**src/rtl/pmem_rd_pkg.sv**
```systemverilog
package pmem_rd_pkg;

  typedef enum logic [1:0] {
    ST_IDLE   = 2'd0,
    ST_LEAD   = 2'd1,
    ST_STROBE = 2'd2,
    ST_GAP    = 2'd3
  } rd_state_e;

  // cycles between select-low and gate-low
  function automatic int lead_cycles(input int access_cyc, input int oe_cyc);
    return access_cyc - oe_cyc;
  endfunction

  // cycles from acceptance until the controller is ready again
  function automatic int busy_cycles(input int access_cyc, input int hiz_cyc);
    return access_cyc + hiz_cyc;
  endfunction

  function automatic int max_of3(input int a, input int b, input int c);
    int m;
    m = (a > b) ? a : b;
    return (m > c) ? m : c;
  endfunction

  function automatic int timer_width(input int access_cyc, input int oe_cyc,
                                     input int hiz_cyc);
    int w;
    w = $clog2(max_of3(access_cyc, oe_cyc, hiz_cyc) + 1);
    return (w < 1) ? 1 : w;
  endfunction

endpackage

```
**src/rtl/pmem_rd_timer.sv**
```systemverilog
module pmem_rd_timer #(
  parameter int CNT_W = 4
) (
  input  logic             clk,
  input  logic             rst,
  input  logic             load,
  input  logic [CNT_W-1:0] load_val,
  output logic             expired
);

  logic [CNT_W-1:0] cnt;

  always_ff @(posedge clk) begin
    if (rst) begin
      cnt <= '0;
    end else if (load) begin
      cnt <= load_val;
    end else if (cnt != '0) begin
      cnt <= cnt - 1'b1;
    end
  end

  assign expired = (cnt == '0);

endmodule

```
**src/rtl/pmem_rd_seq.sv**
```systemverilog
module pmem_rd_seq
  import pmem_rd_pkg::*;
#(
  parameter int ACCESS_CYC = 14,
  parameter int OE_CYC     = 8,
  parameter int HIZ_CYC    = 8,
  parameter bit KEEP_CE    = 1'b0
) (
  input  logic clk,
  input  logic rst,
  input  logic req_valid,
  output logic req_ready,
  output logic ce_n,
  output logic oe_n,
  output logic acc_evt,
  output logic cap_evt
);

  localparam int LEAD_CYC = lead_cycles(ACCESS_CYC, OE_CYC);
  localparam int CNT_W    = timer_width(ACCESS_CYC, OE_CYC, HIZ_CYC);
  localparam logic [CNT_W-1:0] LEAD_LD = CNT_W'((LEAD_CYC > 0) ? LEAD_CYC - 1 : 0);
  localparam logic [CNT_W-1:0] OE_LD   = CNT_W'(OE_CYC - 1);
  localparam logic [CNT_W-1:0] HIZ_LD  = CNT_W'(HIZ_CYC - 1);

  rd_state_e        state;
  logic             expired;
  logic             tmr_load;
  logic [CNT_W-1:0] tmr_val;

  assign req_ready = (state == ST_IDLE);
  assign acc_evt   = (state == ST_IDLE) && req_valid;
  assign cap_evt   = (state == ST_STROBE) && expired;

  always_comb begin
    tmr_load = 1'b0;
    tmr_val  = '0;
    unique case (state)
      ST_IDLE: begin
        tmr_load = acc_evt;
        tmr_val  = (LEAD_CYC > 0) ? LEAD_LD : OE_LD;
      end
      ST_LEAD: begin
        tmr_load = expired;
        tmr_val  = OE_LD;
      end
      ST_STROBE: begin
        tmr_load = expired;
        tmr_val  = HIZ_LD;
      end
      default: begin
        tmr_load = 1'b0;
        tmr_val  = '0;
      end
    endcase
  end

  pmem_rd_timer #(.CNT_W(CNT_W)) u_timer (
    .clk      (clk),
    .rst      (rst),
    .load     (tmr_load),
    .load_val (tmr_val),
    .expired  (expired)
  );

  always_ff @(posedge clk) begin
    if (rst) begin
      state <= ST_IDLE;
      ce_n  <= 1'b1;
      oe_n  <= 1'b1;
    end else begin
      unique case (state)
        ST_IDLE: begin
          if (acc_evt) begin
            ce_n <= 1'b0;
            if (LEAD_CYC > 0) begin
              state <= ST_LEAD;
            end else begin
              oe_n  <= 1'b0;
              state <= ST_STROBE;
            end
          end else begin
            ce_n <= 1'b1;
          end
        end
        ST_LEAD: begin
          if (expired) begin
            oe_n  <= 1'b0;
            state <= ST_STROBE;
          end
        end
        ST_STROBE: begin
          if (expired) begin
            oe_n  <= 1'b1;
            if (!KEEP_CE) ce_n <= 1'b1;
            state <= ST_GAP;
          end
        end
        default: begin
          if (expired) state <= ST_IDLE;
        end
      endcase
    end
  end

endmodule

```
**src/rtl/pmem_rd_capture.sv**
```systemverilog
module pmem_rd_capture #(
  parameter int DATA_W = 8
) (
  input  logic              clk,
  input  logic              rst,
  input  logic              cap_evt,
  input  logic [DATA_W-1:0] mem_data,
  output logic              rsp_valid,
  output logic [DATA_W-1:0] rsp_data
);

  always_ff @(posedge clk) begin
    if (rst) begin
      rsp_valid <= 1'b0;
      rsp_data  <= '0;
    end else begin
      rsp_valid <= cap_evt;
      if (cap_evt) rsp_data <= mem_data;
    end
  end

endmodule

```
**src/rtl/pmem_rd_ctrl.sv**
```systemverilog
module pmem_rd_ctrl #(
  parameter int ADDR_W     = 16,
  parameter int DATA_W     = 8,
  parameter int ACCESS_CYC = 14,
  parameter int OE_CYC     = 8,
  parameter int HIZ_CYC    = 8,
  parameter bit KEEP_CE    = 1'b0
) (
  input  logic              clk,
  input  logic              rst,
  input  logic              req_valid,
  output logic              req_ready,
  input  logic [ADDR_W-1:0] req_addr,
  output logic              rsp_valid,
  output logic [DATA_W-1:0] rsp_data,
  output logic [ADDR_W-1:0] mem_addr,
  output logic              mem_ce_n,
  output logic              mem_oe_n,
  input  logic [DATA_W-1:0] mem_data
);

  logic acc_evt;
  logic cap_evt;

  pmem_rd_seq #(
    .ACCESS_CYC (ACCESS_CYC),
    .OE_CYC     (OE_CYC),
    .HIZ_CYC    (HIZ_CYC),
    .KEEP_CE    (KEEP_CE)
  ) u_seq (
    .clk       (clk),
    .rst       (rst),
    .req_valid (req_valid),
    .req_ready (req_ready),
    .ce_n      (mem_ce_n),
    .oe_n      (mem_oe_n),
    .acc_evt   (acc_evt),
    .cap_evt   (cap_evt)
  );

  pmem_rd_capture #(.DATA_W(DATA_W)) u_cap (
    .clk       (clk),
    .rst       (rst),
    .cap_evt   (cap_evt),
    .mem_data  (mem_data),
    .rsp_valid (rsp_valid),
    .rsp_data  (rsp_data)
  );

  always_ff @(posedge clk) begin
    if (rst) begin
      mem_addr <= '0;
    end else if (acc_evt) begin
      mem_addr <= req_addr;
    end
  end

endmodule

```
**config.mk**
```make
export PLATFORM = sky130hd
export DESIGN_NAME = pmem_rd_ctrl
export DESIGN_NICKNAME = d
export VERILOG_FILES = /design/src/rtl/pmem_rd_pkg.sv /design/src/rtl/pmem_rd_timer.sv /design/src/rtl/pmem_rd_seq.sv /design/src/rtl/pmem_rd_capture.sv /design/src/rtl/pmem_rd_ctrl.sv
export SDC_FILE = /design/constraint.sdc
export NUM_CORES = 1
export LEC_CHECK = 0
export ABC_AREA = 1
export CORE_MARGIN = 10
export CORE_UTILIZATION = 40
export CTS_BUF_LIST = sky130_fd_sc_hd__clkbuf_4
export CTS_CLUSTER_DIAMETER = 100
export DETAILED_ROUTE_END_ITERATION = 6
export PLACE_DENSITY_LB_ADDON = 0.05
export SYNTH_ARGS = -nofsm -noshare
export SYNTH_HDL_FRONTEND = slang
export SYNTH_SLANG_ARGS = --single-unit
```
**constraint.sdc**
```tcl
create_clock -name clk -period 1.6 [get_ports clk]
set_input_delay 0.32 -clock clk [delete_from_list [all_inputs] [get_ports clk]]
set_output_delay 0.32 -clock clk [all_outputs]
set_load 0.02 [all_outputs]
```
==> run summary, run 1 <==
The flow ran to the end, and the final reports show no timing, DRC or antenna violations. The tools report the worst setup path startpoint as u_seq.state[0]. The netlist uses 24 different library cells. The run gives 1670 ps as the arrival time at the worst endpoint. Setup repair after global routing left no endpoint under its margin. The tree built by TritonCTS fans out to 33 sinks.

The mean number of vias per cell came out at 4.68. The most common cell after layout, fill and taps aside is sky130_fd_sc_hd__nor2_1. The routed layout has 1288 vias. The setup path with the least slack is of type reg2reg. Share of post-route cells with drive strength above 1: 0.0996. The number of nets at the end of the flow is 263, and the count of maximum capacitance violations is 0. The power density relative to cell area was 1630 nW/um^2; the final weighted congestion of routability-driven global placement was 0.794. After routing the design area is 1970 sq um. The final setup skew was 5.61 ps.

TritonCTS built the clock tree. The final standard cell utilization of the core came out at 0.629. The sequential power share is 0.362.

Initial antenna violation count: 0. The worst register-to-register path begins at u_seq.state[0]. The tools report the category of the worst setup path launch point as a register. For the worst-skew pair, the clock arrives at the later sink with an insertion delay of 320 ps. Yosys attributes the largest share of cell area to sky130_fd_sc_hd__dfxtp_1, sky130_fd_sc_hd__nor2_1, sky130_fd_sc_hd__o21ai_1, sky130_fd_sc_hd__ha_1, sky130_fd_sc_hd__inv_1. The synthesized design spends more area on one cell type than any other, namely sky130_fd_sc_hd__dfxtp_1. The max-slew headroom at the worst pin is 0.721, and the count of nets left with antenna violations after detail routing is 0. The run gives 0.503 as the combinational cell fraction of total power. The post-DP HPWL is 2.81 mm, and the post-synthesis average cell area is 7.89 sq um. For the placeable core region, the log shows 3130 sq um. The logs give 1235 for the number of global-route vias before repair and 1830 ps for the required time at the endpoint of the critical path.

Once the clock tree was built, the resizer swapped 29 gates to a different size. The total die area was 6070 sq um. By area, the combinational part of the netlist is dominated by simple AND/OR/NAND/NOR gates. Antenna diode count: 0. For the final hold slack, the log shows 482 ps. The largest fanout on the critical path came out at 10. The design internal power is 1.85 mW. The first global-routing pass estimated 5.93 mm of wire. Counting I/O delays and the setup requirement, the final critical path takes 1440 ps. The register area share after synthesis was 0.493.

The total overflow left after global routing is 0. All-layer global routing usage: 0.122. The tree is rooted in a sky130_fd_sc_hd__clkbuf_4.

In this run the most critical hold path is launched from mem_addr[2]. Setup violations remaining at the end of the flow were counted as 0. The filler cells instantiated in the layout total 300. Pin placement for this block handled 55 I/O pins. The run gives 0.695 GHz as the upper clock frequency limit. The mux cell area share after synthesis works out to 0. The hold-fix buffer count after cts was 0; the wire length after detailed routing was 3.66 mm.

The floorplan step set the die height to 77.9 um. The final critical-path share of the clock period was 0.900; the net switching share of the total power was 0.424. For this block, the initial DRC count from the detailed router was 43. In the final timing run, aggregate negative setup slack is 0 ps. For the effective utilization at floorplan, the log shows 0.429. The number of clock buffers added by TritonCTS is 5. For the number of warnings printed during yosys synthesis, the log shows 0. The simple-gate share of the synthesized area was 0.257.

The share of synthesized cell area in full adder, half adder and majority cells works out to 0.0466. After clock tree synthesis, the clock-pin slew on the worst setup and hold paths is 90 ps. Synthesized netlist cell count: 170.

The H-tree depth is 2, and the hold violation count in the final report is 0. The number of buffers on the longest clock path is 2. In the final routed layout, each cell accounts on average for 13.3 um. The number of buffer cells added on primary ports is 54, and the total cell area at the placement stage is 1950 sq um. For this design the total switching power over the nets is 1.36 mW. The class of the worst hold path was reg2reg. Leaving out fill and tap cells, the most frequent cells in the layout are sky130_fd_sc_hd__nor2_1, sky130_fd_sc_hd__dfxtp_1, sky130_fd_sc_hd__clkdlybuf4s50_1. The nature of the critical path endpoint was a register. The number of core rows was 20; the worst-margin pin slew was 418 ps. The xor and xnor fraction of the mapped netlist area was 0.0131. The run gives 0 as the number of pins with negative max-slew slack in the final report.

DRC violation count after routing: 0. The area added between synthesis and finish came out at 46.6%. The number of nets handed over by synthesis was 202.

The first TritonRoute pass finished after 4 iterations. In this run the static leakage power is 0.987 nW. The combined area of all synthesized cells was 1340 sq um.

Post-CTS timing repair inserted 0 buffers for setup. The top cell type's share of synthesized area is 0.493, and the maximum number of pins on one net before global-route repair is 28. The synthesized design contains 33 register bits. Clock power share: 0.135. In this run the horizontal extent of the chip is 77.9 um. For the peak ir drop on the vdd network, the log shows 1.10 mV. The compound-gate portion of the synthesized area came out at 0.133.
==> routing by layer <==
metal  global-route usage  vias up  routed length [um]
li1                     -      663                   -
met2                0.187       45                1580
met5                    0        -                   0
met1                0.141      575                1710
met3               0.0541        5                 322
met4               0.0591        0                  48
==> power groups by stage <==
stage          combinational [mW]  sequential, mW  clock, mW
2_1_floorplan               0.937            1.35          0
4_1_cts                      1.64            1.16      0.451
6_report                     1.61            1.16      0.433
3_5_place_dp                 1.74            1.18          0
5_1_grt                      1.80            1.19      0.499
3_3_place_gp                 1.68            1.17          0
==> path summary, 6_finish.rpt <==
path	to	slack (ps)	cells past startpoint
max	u_seq.u_timer.cnt[2]	160	9
min	mem_addr[2]	480	2
max reg2reg	u_seq.u_timer.cnt[2]	160	9
min reg2reg	mem_addr[2]	480	2
==> critical path: stages, from the launching register on <==
cell and delay (ps):
sky130_fd_sc_hd__dfxtp_2 360, sky130_fd_sc_hd__inv_1 60, sky130_fd_sc_hd__ha_1 210, sky130_fd_sc_hd__buf_4 150, sky130_fd_sc_hd__nand2_2 160, sky130_fd_sc_hd__nand2_1 90, sky130_fd_sc_hd__nand2_2 120, sky130_fd_sc_hd__nand3_1 80
sky130_fd_sc_hd__nand3_1 70, sky130_fd_sc_hd__inv_1 40
==> cell usage after synthesis <==
| library cell | n |
|---|---|
| sky130_fd_sc_hd__o21ai_1 | 18 |
| sky130_fd_sc_hd__inv_1 | 12 |
| sky130_fd_sc_hd__o21ai_2 | 2 |
| sky130_fd_sc_hd__o21ai_0 | 6 |
| sky130_fd_sc_hd__nor2_4 | 1 |
| sky130_fd_sc_hd__nand3_1 | 8 |
| sky130_fd_sc_hd__inv_2 | 3 |
| sky130_fd_sc_hd__a21oi_1 | 5 |
| sky130_fd_sc_hd__dfxtp_1 | 33 |
| sky130_fd_sc_hd__xnor2_1 | 1 |
| sky130_fd_sc_hd__nor2_8 | 1 |
| sky130_fd_sc_hd__buf_2 | 1 |
| sky130_fd_sc_hd__nand2_1 | 12 |
| sky130_fd_sc_hd__nand3b_1 | 1 |
| sky130_fd_sc_hd__or2_1 | 1 |
| sky130_fd_sc_hd__nor2_1 | 51 |
| sky130_fd_sc_hd__buf_4 | 1 |
| sky130_fd_sc_hd__nand2_2 | 2 |
| sky130_fd_sc_hd__o211ai_1 | 1 |
| sky130_fd_sc_hd__nand2_4 | 1 |
| sky130_fd_sc_hd__o2111ai_1 | 1 |
| sky130_fd_sc_hd__clkbuf_1 | 2 |
| sky130_fd_sc_hd__xor2_1 | 1 |
| sky130_fd_sc_hd__ha_1 | 5 |
==> flip-flops by register name, indices dropped and copies added (netlist names) <==
name               cells
mem_addr              16
u_cap.rsp_data         8
u_cap.rsp_valid        1
u_seq.ce_n             1
u_seq.oe_n             1
u_seq.state            2
u_seq.u_timer.cnt      4
==> area by class of cell <==
cell class	instances	area (sq um)	share of cell area
Sequential cell	33	663	0.337
Multi-Input combinational cell	118	604	0.307
Timing Repair Buffer	58	539	0.274
Inverter	15	56.3	0.0286
Tap cell	44	55.1	0.0280
Clock buffer	6	45.0	0.0229
Clock inverter	1	3.75	0.00191
==> stage by stage <==
step	std cells	power [mW]	setup slack, ps
final	275	3.21	161
after global routing	275	3.50	41.4
after CTS	275	3.26	3.10
after detailed placement	268	2.92	81.6
after global placement	268	2.86	109
after floorplan	170	2.29	229
==> cell families after synthesis <==
group,after synthesis
simple gates,78
flops,33
xor+xnor,2
compound gates,33
fa+ha+maj,5
buf+inv,19
Power figures use the tool's default switching activity.
==> run 2: changes to the inputs <==
--- a/config.mk
+++ b/config.mk
@@ -7,7 +7,7 @@
 export LEC_CHECK = 0
 export ABC_AREA = 1
 export CORE_MARGIN = 10
-export CORE_UTILIZATION = 40
+export CORE_UTILIZATION = 25
 export CTS_BUF_LIST = sky130_fd_sc_hd__clkbuf_4
 export CTS_CLUSTER_DIAMETER = 100
 export DETAILED_ROUTE_END_ITERATION = 6
==> run summary, run 2 (synthesis gave the netlist of run 1 again) <==
The flow ran to the end, and the final reports show no timing, DRC or antenna violations. The number of pins with negative max-slew slack in the final report was 0 (unchanged). The die boundary height was 93.2 um (+20%); the worst-margin pin slew was 245 ps (-173 ps). The upper clock frequency limit was 0.713 GHz (+2.6%); the count of non-filler cells in the finished layout was 305 (+11%). The number of nets at the end of the flow is 267 (+1.5%). TritonCTS built the clock tree. The power density relative to cell area works out to 1590 nW/um^2 (-2.5%). The clock input transition at the sequential cells of the worst setup and hold paths is 100 ps (about the same). The placeable core region came out at 5140 sq um (+64%).

The number of I/O pins was 55 (unchanged). The post-DP HPWL is 3.07 mm (+9.2%). The tools report the final standard cell utilization of the core as 0.396 (-0.233).

Category of the worst setup path launch point: a register. The total via count after detailed routing was 1302 (+1.1%). The number of buffers on the longest clock path is 2 (unchanged). Horizontal die dimension: 93.2 um (+20%). The highest cell delay on the worst timing path is 350 ps (about the same), and the smallest setup slack after layout is 197 ps (+36.2 ps). The run gives 0.261 (-0.168) as the effective utilization at floorplan. The setup slack at placement was 135 ps (+53.4 ps). The area added between synthesis and finish came out at 51.8%. The logs give 3.24 mW (+0.86%) for the total design power and 330 ps (about the same) for the clock insertion delay at the later pin of the skew report.

The final critical-path share of the clock period is 0.877 (-0.0226). The number of buffers added for setup after CTS was 0 (unchanged); the minimum period implied by the final worst setup slack was 1400 ps (-36.2 ps). For the global-route wire length before repair, the log shows 6.59 mm (+11%). The run gives 0 (unchanged) as the initial antenna violation count.

Traced cell by cell, the critical path runs through inv_1, ha_1, clkbuf_2. The total global routing overflow was 0 (unchanged). The total of fill cells in the finished design came out at 568 (+89%).

The total clock sinks is 33 (unchanged). The flip-flop count of the largest register after layout was 16 (unchanged). Number of core rows: 26 (+30%). The antenna diode count was 0 (unchanged). The cell family contributing the most delay on the critical path is flip-flops. Leaving out fill and tap cells, the most frequent cell in the layout is sky130_fd_sc_hd__nor2_1.

The all-layer global routing usage is 0.0953 (-0.0263). Setup repair after global routing left no endpoint under its margin. Hold violation count in the final report: 0 (unchanged). The tools report the count of nets left with antenna violations after detail routing as 0 (unchanged).

Nature of the critical path endpoint: an output pin. The sum of buffers and inverters on the critical path was 2 (-1); the number of global-route vias before repair was 1309 (+6.0%). The run gives 2 (unchanged) as the H-tree depth. The number of buffer cells added on primary ports is 54 (unchanged). The run gives 0 (unchanged) as the DRC violation count after routing.

The logs give 0 (unchanged) for the hold-fix buffer count after cts and 298 (+11%) for the number of cells in the design after placement. The largest fanout on the critical path came out at 2 (-8). The tools report the DRC marker count from the first detailed-route iteration as 37 (-14%). For the final weighted congestion of routability-driven global placement, the log shows 0.768 (-3.2%).

Counting flops per register, the top entry is mem_addr. The arrival time at the worst endpoint came out at 1080 ps (-590 ps). The CTS buffer count came out at 5 (unchanged).

Cell at the root of the clock tree: sky130_fd_sc_hd__clkbuf_4. The library cells used most frequently in the layout, excluding fill and tap cells, are sky130_fd_sc_hd__nor2_1, sky130_fd_sc_hd__dfxtp_1, sky130_fd_sc_hd__clkdlybuf4s50_1, sky130_fd_sc_hd__dlygate4sd2_1, sky130_fd_sc_hd__o21ai_1. The mean number of vias per cell came out at 4.27 (-8.9%).

The maximum number of pins on one net before global-route repair is 17 (-39%), and the count of maximum capacitance violations is 0 (unchanged). Max-slew headroom at the worst pin: 0.837 (+0.116). The final setup violation count is 0 (unchanged).

The wire length after detailed routing came out at 3.92 mm (+7.0%). The average detailed-routed wire length per instance came out at 12.8 um (-3.6%). Among all stages on the critical path, the largest delay is contributed by sky130_fd_sc_hd__dfxtp_1. For the number of optimization iterations in the first detailed-route pass, the log shows 4 (unchanged). The class of the worst hold path was reg2reg. The tools report the final setup skew as 16.0 ps (+10.4 ps). Total die area: 8690 sq um (+43%). The run gives 0 ps (unchanged) as the aggregate negative setup slack. The run gives 0.769 mV (-30%) as the peak ir drop on the vdd network.

The worst setup path is of the reg2out kind. The required time at the endpoint of the critical path is 1280 ps (-550 ps), and the leakage power is 0.996 nW (+0.83%). The share of post-route cells with drive strength above 1 works out to 0.106 (+0.00682). In the final layout, the registers with the most flip-flops are mem_addr x16, u_cap.rsp_data x8, u_seq.u_timer.cnt x4.
==> run 2: power breakdown <==
part,switching [mW],leakage [nW],internal (mW)
Clock,0.270,0.0247,0.158
Sequential,0.112,0.272,1.04
Combinational,1.00,0.699,0.654
Total,1.39,0.996,1.85
==> run 2: what timing repair did <==
item                       4_1_cts  5_1_grt
hold endpoints to repair         0        0
pin swaps                        0        0
setup endpoints to repair       27        2
gates resized for setup         27        3
==> run 2: path summary, 6_finish.rpt <==
check	from	endpoint	slack [ps]	depth (start not counted)
max reg2reg	u_seq.state[1]	u_cap.rsp_data[0]	220	7
min reg2reg	mem_addr[2]	mem_addr[2]	480	2
min	mem_addr[2]	mem_addr[2]	480	2
max	u_seq.state[0]	req_ready	200	3
==> run 2: tightest hold or removal path, stage by stage, from the launching register on <==
cell and delay [ps]:
sky130_fd_sc_hd__dfxtp_1 330, sky130_fd_sc_hd__nor2_1 40, sky130_fd_sc_hd__nor2_1 80
==> run 2: final cells by class <==
cell class,instances,area (sq um),share of cell area
sequential,33,661,0.325
multi-input combinational,118,604,0.297
timing repair buffer,62,578,0.284
tap,70,87.6,0.0430
inverter,15,56.3,0.0277
clock buffer,5,37.5,0.0184
clock inverter,2,11.3,0.00553
==> run 2: metrics by stage <==
stage / hold slack (ps) / instance area (sq um)
global placement: 463 / 2020
detailed placement: 471 / 2020
finish: 484 / 2040
CTS: 490 / 2040
global route: 510 / 2040
floorplan: 389 / 1340
==> run 2: routing by layer <==
layer / GRT usage / routed length, um / vias up
met5: 0 / 0 / -
met2: 0.149 / 1790 / 36
met3: 0.0400 / 269 / 5
met4: 0.0347 / 49 / 0
met1: 0.114 / 1800 / 588
li1: - / - / 673
